<file path="config.mk">
export PLATFORM = sky130hd
export DESIGN_NAME = mdio_mgmt_engine
export DESIGN_NICKNAME = d
export VERILOG_FILES = /design/src/rtl/mdio_pkg.sv /design/src/rtl/mdio_clkgen.sv /design/src/rtl/mdio_framer.sv /design/src/rtl/mdio_mgmt_engine.sv
export SDC_FILE = /design/constraint.sdc
export NUM_CORES = 1
export LEC_CHECK = 0
export BUFFER_PORTS_ARGS = -buffer_cell sky130_fd_sc_hd__buf_2
export CORE_ASPECT_RATIO = 1.75
export CORE_UTILIZATION = 52
export DETAILED_ROUTE_END_ITERATION = 10
export PLACE_DENSITY_LB_ADDON = 0.08
export SLEW_MARGIN = 10
export SYNTH_ARGS = -nofsm -noshare
export SYNTH_HDL_FRONTEND = slang
export SYNTH_SLANG_ARGS = --single-unit
</file>
<file path="constraint.sdc">
create_clock -name clk -period 1.8 [get_ports clk]
set_input_delay 0.18 -clock clk [delete_from_list [all_inputs] [get_ports clk]]
set_output_delay 0.18 -clock clk [all_outputs]
set_load 0.05 [all_outputs]
</file>
<file path="src/rtl/mdio_pkg.sv">
// Package: shared constants for the serial management frame master.
// Assumes clause-22 framing: 32 preamble bits followed by a 32-bit word.
package mdio_pkg;
    localparam int WORD_W    = 32;
    localparam int PRE_LEN   = 32;
    localparam int FRAME_LEN = PRE_LEN + WORD_W;
    localparam int OP_HI     = 29;
    localparam int OP_LO     = 28;
    localparam int DATA_W    = 16;
    // Bit period at which the turnaround begins, and the first data period.
    localparam int TA_START  = PRE_LEN + (WORD_W - 1 - 17);
    localparam int RD_START  = TA_START + 2;
    localparam logic [1:0] OP_READ = 2'b10;
endpackage

</file>
<file path="src/rtl/mdio_clkgen.sv">
// Module: management clock divider.
// Does: while run is high, toggles mdc every (BASE_HALF << sel) clocks and
// flags on the toggling clock whether the edge is a rise or a fall.
// Assumes: sel is held stable by the caller for the whole frame.
module mdio_clkgen #(
    parameter int BASE_HALF = 4,
    parameter int SEL_W     = 2
) (
    input  logic             clk,
    input  logic             rst_n,
    input  logic             run,
    input  logic [SEL_W-1:0] sel,
    output logic             mdc,
    output logic             rise_stb,
    output logic             fall_stb
);
    localparam int MAX_HALF = BASE_HALF << ((1 << SEL_W) - 1);
    localparam int CNT_W    = $clog2(MAX_HALF);

    logic [CNT_W-1:0] cnt;
    logic [CNT_W-1:0] term;
    logic             hit;

    // Terminal count for the selected half-period.
    always_comb begin
        term = CNT_W'((BASE_HALF << sel) - 1);
        hit  = run && (cnt == term);
    end

    assign rise_stb = hit && !mdc;
    assign fall_stb = hit && mdc;

    // Half-period counter and clock toggle.
    always_ff @(posedge clk) begin
        if (!rst_n || !run) begin
            cnt <= '0;
            mdc <= 1'b0;
        end else if (hit) begin
            cnt <= '0;
            mdc <= ~mdc;
        end else begin
            cnt <= cnt + 1'b1;
        end
    end


    mdc_idle_low_chk: assert property (@(posedge clk) disable iff (!rst_n)
        !run |=> !mdc);
endmodule

</file>
<file path="src/rtl/mdio_framer.sv">
// Module: frame sequencer.
// Does: accepts a command word, shifts out the preamble and the word,
// releases the line for read turnaround and data, and captures read data.
// Assumes: rise_stb and fall_stb come from a divider gated by busy.
module mdio_framer
    import mdio_pkg::*;
#(
    parameter int SEL_W = 2
) (
    input  logic              clk,
    input  logic              rst_n,
    input  logic              en,
    input  logic              cmd_wr,
    input  logic [WORD_W-1:0] cmd_in,
    input  logic [SEL_W-1:0]  sel_in,
    input  logic              rise_stb,
    input  logic              fall_stb,
    input  logic              mdio_i,
    output logic              busy,
    output logic [SEL_W-1:0]  sel_q,
    output logic [WORD_W-1:0] word,
    output logic              mdio_o,
    output logic              mdio_oe
);
    localparam int IDX_W = $clog2(FRAME_LEN);

    logic [FRAME_LEN-1:0] shreg;
    logic [IDX_W-1:0]     bit_idx;
    logic                 is_read;

    // Frame launch, bit advance on falling mdc, read capture on rising mdc.
    always_ff @(posedge clk) begin
        if (!rst_n) begin
            busy    <= 1'b0;
            shreg   <= '0;
            bit_idx <= '0;
            is_read <= 1'b0;
            word    <= '0;
            sel_q   <= '0;
        end else if (!busy) begin
            if (cmd_wr && en) begin
                busy    <= 1'b1;
                shreg   <= {{PRE_LEN{1'b1}}, cmd_in};
                bit_idx <= '0;
                is_read <= (cmd_in[OP_HI:OP_LO] == OP_READ);
                word    <= cmd_in;
                sel_q   <= sel_in;
            end
        end else begin
            if (rise_stb && is_read && (bit_idx >= IDX_W'(RD_START)))
                word[DATA_W-1:0] <= {word[DATA_W-2:0], mdio_i};
            if (fall_stb) begin
                shreg   <= {shreg[FRAME_LEN-2:0], 1'b0};
                bit_idx <= bit_idx + 1'b1;
                if (bit_idx == IDX_W'(FRAME_LEN - 1))
                    busy <= 1'b0;
            end
        end
    end

    // Line drive: the top shift bit, released during read turnaround/data.
    always_comb begin
        mdio_o  = shreg[FRAME_LEN-1];
        mdio_oe = busy && !(is_read && (bit_idx >= IDX_W'(TA_START)));
    end


    start_chk: assert property (@(posedge clk) disable iff (!rst_n)
        (!busy && cmd_wr && en) |=> busy);

    disabled_ignore_chk: assert property (@(posedge clk) disable iff (!rst_n)
        (!busy && !en) |=> !busy);

    busy_hold_chk: assert property (@(posedge clk) disable iff (!rst_n)
        (busy && cmd_wr && !is_read) |=> $stable(word));

    preamble_chk: assert property (@(posedge clk) disable iff (!rst_n)
        (busy && (bit_idx < IDX_W'(PRE_LEN))) |-> mdio_o);

    read_release_chk: assert property (@(posedge clk) disable iff (!rst_n)
        (busy && is_read && (bit_idx >= IDX_W'(RD_START))) |-> !mdio_oe);

    sel_hold_chk: assert property (@(posedge clk) disable iff (!rst_n)
        (busy && $past(busy)) |-> $stable(sel_q));
endmodule

</file>
<file path="src/rtl/mdio_mgmt_engine.sv">
// Module: top of the serial management frame master.
// Does: joins the frame sequencer and the clock divider; idle is the
// inverse of the sequencer's busy state.
// Assumes: mdio_i is already synchronised to clk.
module mdio_mgmt_engine
    import mdio_pkg::*;
#(
    parameter int BASE_HALF = 4,
    parameter int SEL_W     = 2
) (
    input  logic              clk,
    input  logic              rst_n,
    input  logic              mgmt_en,
    input  logic [SEL_W-1:0]  div_sel,
    input  logic              cmd_wr,
    input  logic [WORD_W-1:0] cmd_wdata,
    output logic [WORD_W-1:0] cmd_rdata,
    output logic              idle,
    output logic              mdc,
    output logic              mdio_o,
    output logic              mdio_oe,
    input  logic              mdio_i
);
    logic             busy;
    logic             rise_stb;
    logic             fall_stb;
    logic [SEL_W-1:0] sel_q;

    mdio_framer #(.SEL_W(SEL_W)) u_framer (
        .clk      (clk),
        .rst_n    (rst_n),
        .en       (mgmt_en),
        .cmd_wr   (cmd_wr),
        .cmd_in   (cmd_wdata),
        .sel_in   (div_sel),
        .rise_stb (rise_stb),
        .fall_stb (fall_stb),
        .mdio_i   (mdio_i),
        .busy     (busy),
        .sel_q    (sel_q),
        .word     (cmd_rdata),
        .mdio_o   (mdio_o),
        .mdio_oe  (mdio_oe)
    );

    mdio_clkgen #(.BASE_HALF(BASE_HALF), .SEL_W(SEL_W)) u_clkgen (
        .clk      (clk),
        .rst_n    (rst_n),
        .run      (busy),
        .sel      (sel_q),
        .mdc      (mdc),
        .rise_stb (rise_stb),
        .fall_stb (fall_stb)
    );

    assign idle = !busy;


    idle_clock_low_chk: assert property (@(posedge clk) disable iff (!rst_n)
        $rose(idle) |-> !mdc);
endmodule

</file>
==> impl_metrics.csv <==
group,metric,value,unit
floorplan,start_util,53.65,%
setup_path,crit_path_max_fanout,4,
setup_path,timing.rr.start,"u_clkgen.cnt[0]",
power,p_int,3.962,mW
power,seq_power_share,49.5,%
final_layout,utilization,62.45,%
synthesis,synth-async-reset-ratio,0,%
floorplan,rows,48,
power,clockPowerShare,35.4,%
timing,whs,0.08025,ns
synthesis,synthAdderAreaFrac,0.7104,%
synthesis,ys_ff_latch,112,
timing,finalSetupViolations,0,
drt,vias,4639,
hold_path,hold_depth,3,
clock_tree,clkLatencyLatePin,0.34,ns
final_layout,seqCellArea,2245,µm²
synthesis,synth_enable_flop_cells,0,
synthesis,synth-compound-area-share,10.18,%
final_layout,diodes,0,
global_routing,grt_max_degree,63,
timing,timing_max_transition_violations_final,0,
timing,fin_tns_setup,0,ns
clock_tree,cts.clk_slew.worst_paths,0.07,ns
timing,hold_violations,0,
hold_path,hp-class,"in2reg",
timing,rsz0062_at_grt,"true",
synthesis,synth_area,5284,µm²
final_layout,stdcell_count,815,
place,hpwl,7980,µm
job,maxCapViolCount,0,
final_layout,nets,729,
synthesis,netlist_instances,633,
timing,period_minus_slack,1.741,ns
floorplan,dieArea,10580,µm²
clock_tree,numCtsBuffers,9,
timing,max-slew-margin-rel,64.09,%
place,gp_congestion,0.7753,
global_routing,gr-total-overflow,0,
power,power_density,878.0,nW/µm²
hold_path,min_from,"div_sel[1]",
drt,wire_per_inst,15.08,µm
floorplan,ios,75,
clock_tree,holdBufCountCts,0,
global_routing,grt_pass1_vias,4468,
power,peakVddDrop,0.5727,mV
clock_tree,cts_sinks,112,
synthesis,synth_nets,675,
synthesis,syn-mean-instance-area,8.347,µm²
drt,postRouteAntennaNets,0,
synthesis,yosysWarnings,0,
final_layout,areaGrowthSynthToFinish,16.41,%
setup_path,crit_path_end_kind,"output pin",
final_layout,drive_gt1_share,21.30,%
global_routing,antenna_found_initial,0,
drt,drt-initial-drc-count,263,
final_layout,multi_input_area,2745,µm²
clock_tree,cts_root_buf,"clkbuf_16",
synthesis,synth_top_family_by_area,"simple AND/OR/NAND/NOR gates",
timing,fmax,574.4,MHz
place,dpl.cell_count,799,
drt,dr.pass1.iters,4,
power,p_leak,2.723,nW
global_routing,grt_usage,24.16,%
floorplan,die_w,78.20,µm
setup_path,crit_arrival,1.56,ns
clock_tree,clockBufferDepth,2,
place,io_buffer_count,74,
outcome,outcome,"completed",
floorplan,coreArea,9849,µm²
final_layout,fill_cells,889,
synthesis,yosysSeqAreaShare,42.43,%
synthesis,synth_mux_area_share,13.47,%
setup_path,rr_endpoint,"u_framer.shreg[29]",
timing,tightest_slew,0.5387,ns
global_routing,grt_first_pass_wirelength,20780,µm
clock_tree,cts_tree,"built",
setup_path,path_class,"reg2out",
clock_tree,cts_max_level,3,
timing,timing.final.crit_share,96.72,%
drt,avgViaCountPerCell,5.692,
power,switching_share,26.63,%
drt,drt_drc_violations_left,0,
setup_path,cp_data_required_time,1.62,ns
place,dpl_cell_area,5823,µm²
power,power_switching,1.438,mW
hold_path,min_to,"u_framer.sel_q[1]",
synthesis,synthSimpleGateAreaFrac,26.62,%
synthesis,synth_ff_type,"dfxtp_1",
setup_path,crit_path_start_kind,"register",
drt,wl,12290,µm
floorplan,chipHeight,135.4,µm
timing,finalClockSkew,0.007756,ns
power,combinationalPowerShare,15.1,%
synthesis,synthXorXnorAreaFrac,0.6630,%
setup_path,rr_worst_depth,5,
setup_path,reg2reg_slack,0.10,ns
synthesis,yosysUniqueCellTypes,43,
final_layout,fin_area,6151,µm²
==> critical path, stage by stage (launching register included) <==
cell and delay [ns]:
dfxtp_2 0.34, inv_1 0.05, ha_1 0.19, o211ai_1 0.18, a21oi_1 0.13, nor2_1 0.15
buf_6 0.18
==> through the flow <==
step / power [mW] / worst slack [ns]
2_1_floorplan: 3.308 / 0.02251
3_3_place_gp: 3.519 / 0.09448
3_5_place_dp: 3.539 / 0.02838
4_1_cts: 5.450 / 0.02040
5_1_grt: 5.647 / -0.02818
6_report: 5.401 / 0.05906
==> area by class of cell <==
class,instances,area share [%]
clock buffers,9,3.662
clock inverters,5,0.8137
inverters,7,0.4272
multi-input cells,456,44.63
flip-flops and latches,112,36.49
well taps,125,2.543
repair buffers,101,11.43
==> kinds of logic (layout without fill, tap and decap cells) <==
group,count (synthesis),count (layout)
buffers and inverters,65,122
multiplexers,69,69
XOR/XNOR,4,4
AO/OA/AOI/OAI,67,67
adder cells (fa/ha/maj),3,3
AND/OR/NAND/NOR,313,313
flip-flops,112,112
==> flip-flops by register name, summed over array words and instances (netlist names) <==
name              cells
u_clkgen.cnt          5
u_framer.bit_idx      6
u_framer.sel_q        2
u_framer.word        32
u_framer.busy         1
u_framer.shreg       64
u_framer.is_read      1
u_clkgen.mdc          1
==> power by group through the flow <==
| stage | clock network [mW] | registers (mW) | logic (mW) |
|---|---|---|---|
| CTS | 1.96 | 2.67 | 0.813 |
| global placement | 0 | 2.73 | 0.793 |
| detailed placement | 0 | 2.73 | 0.809 |
| global route | 2.07 | 2.69 | 0.893 |
| floorplan | 0 | 2.83 | 0.476 |
| finish | 1.91 | 2.68 | 0.816 |
==> synth_stat cells (7+ instances only) <==
master    number  area, µm²
a21oi_1       21      105.1
a311oi_1      28      245.2
buf_2         12      60.06
clkbuf_1      39      146.4
dfxtp_1      112       2242
inv_1          7      26.28
mux2_2        17      191.4
mux2i_1       52      520.5
nand2_1      198      743.2
nand2b_1      16      100.1
nand3_1       11      55.05
nor2_1         9      33.78
nor3_1        28      140.1
nor4_1        34      212.7
==> cell usage in the layout, fill, tap and decap left out, types with 2 or more instances in the layout <==
cell and n:
nor4_1 33, nand3_1 11, or2_2 3, nand2_1 198
dfxtp_2 2, nor3_1 28, a31oi_4 2, clkinv_2 4
xnor2_1 3, mux2i_1 52, a21oi_1 21, nor2_1 8
o311a_1 4, inv_1 7, buf_6 2, clkbuf_16 10
a311oi_1 28, mux2_2 17, buf_4 18, nand2b_1 16
ha_1 3, buf_2 72, or4_1 5, dfxtp_1 110
nand4_1 2, buf_12 8
==> what timing repair did <==
| item | CTS | global route |
|---|---|---|
| resized for setup | 2 | 5 |
| setup endpoints to repair | 2 | 60 |
| endpoints found under the hold margin | 0 | 0 |
| pin swaps | 0 | 2 |
| cloned | 0 | 1 |
| buffers inserted | 0 | 1 |
==> how the worst max path moves through the flow <==
stage | startpoint | endpoint
after floorplan | u_framer.busy | mdio_oe
after global placement | u_framer.sel_q[0] | u_framer.busy
after detailed placement | u_framer.sel_q[0] | u_framer.shreg[53]
after CTS | u_framer.bit_idx[0] | mdio_oe
after global routing | u_framer.bit_idx[0] | mdio_oe
final | u_framer.bit_idx[0] | mdio_oe
==> layer usage <==
| layer | wire length (µm) | global-route usage (%) |
|---|---|---|
| met1 | 5223 | 28.69 |
| met2 | 6525 | 43.96 |
| met3 | 388 | 3.434 |
| met4 | 157 | 8.025 |
| met5 | 0 | 0 |
Note: power is estimated with default switching activity, not from simulation.
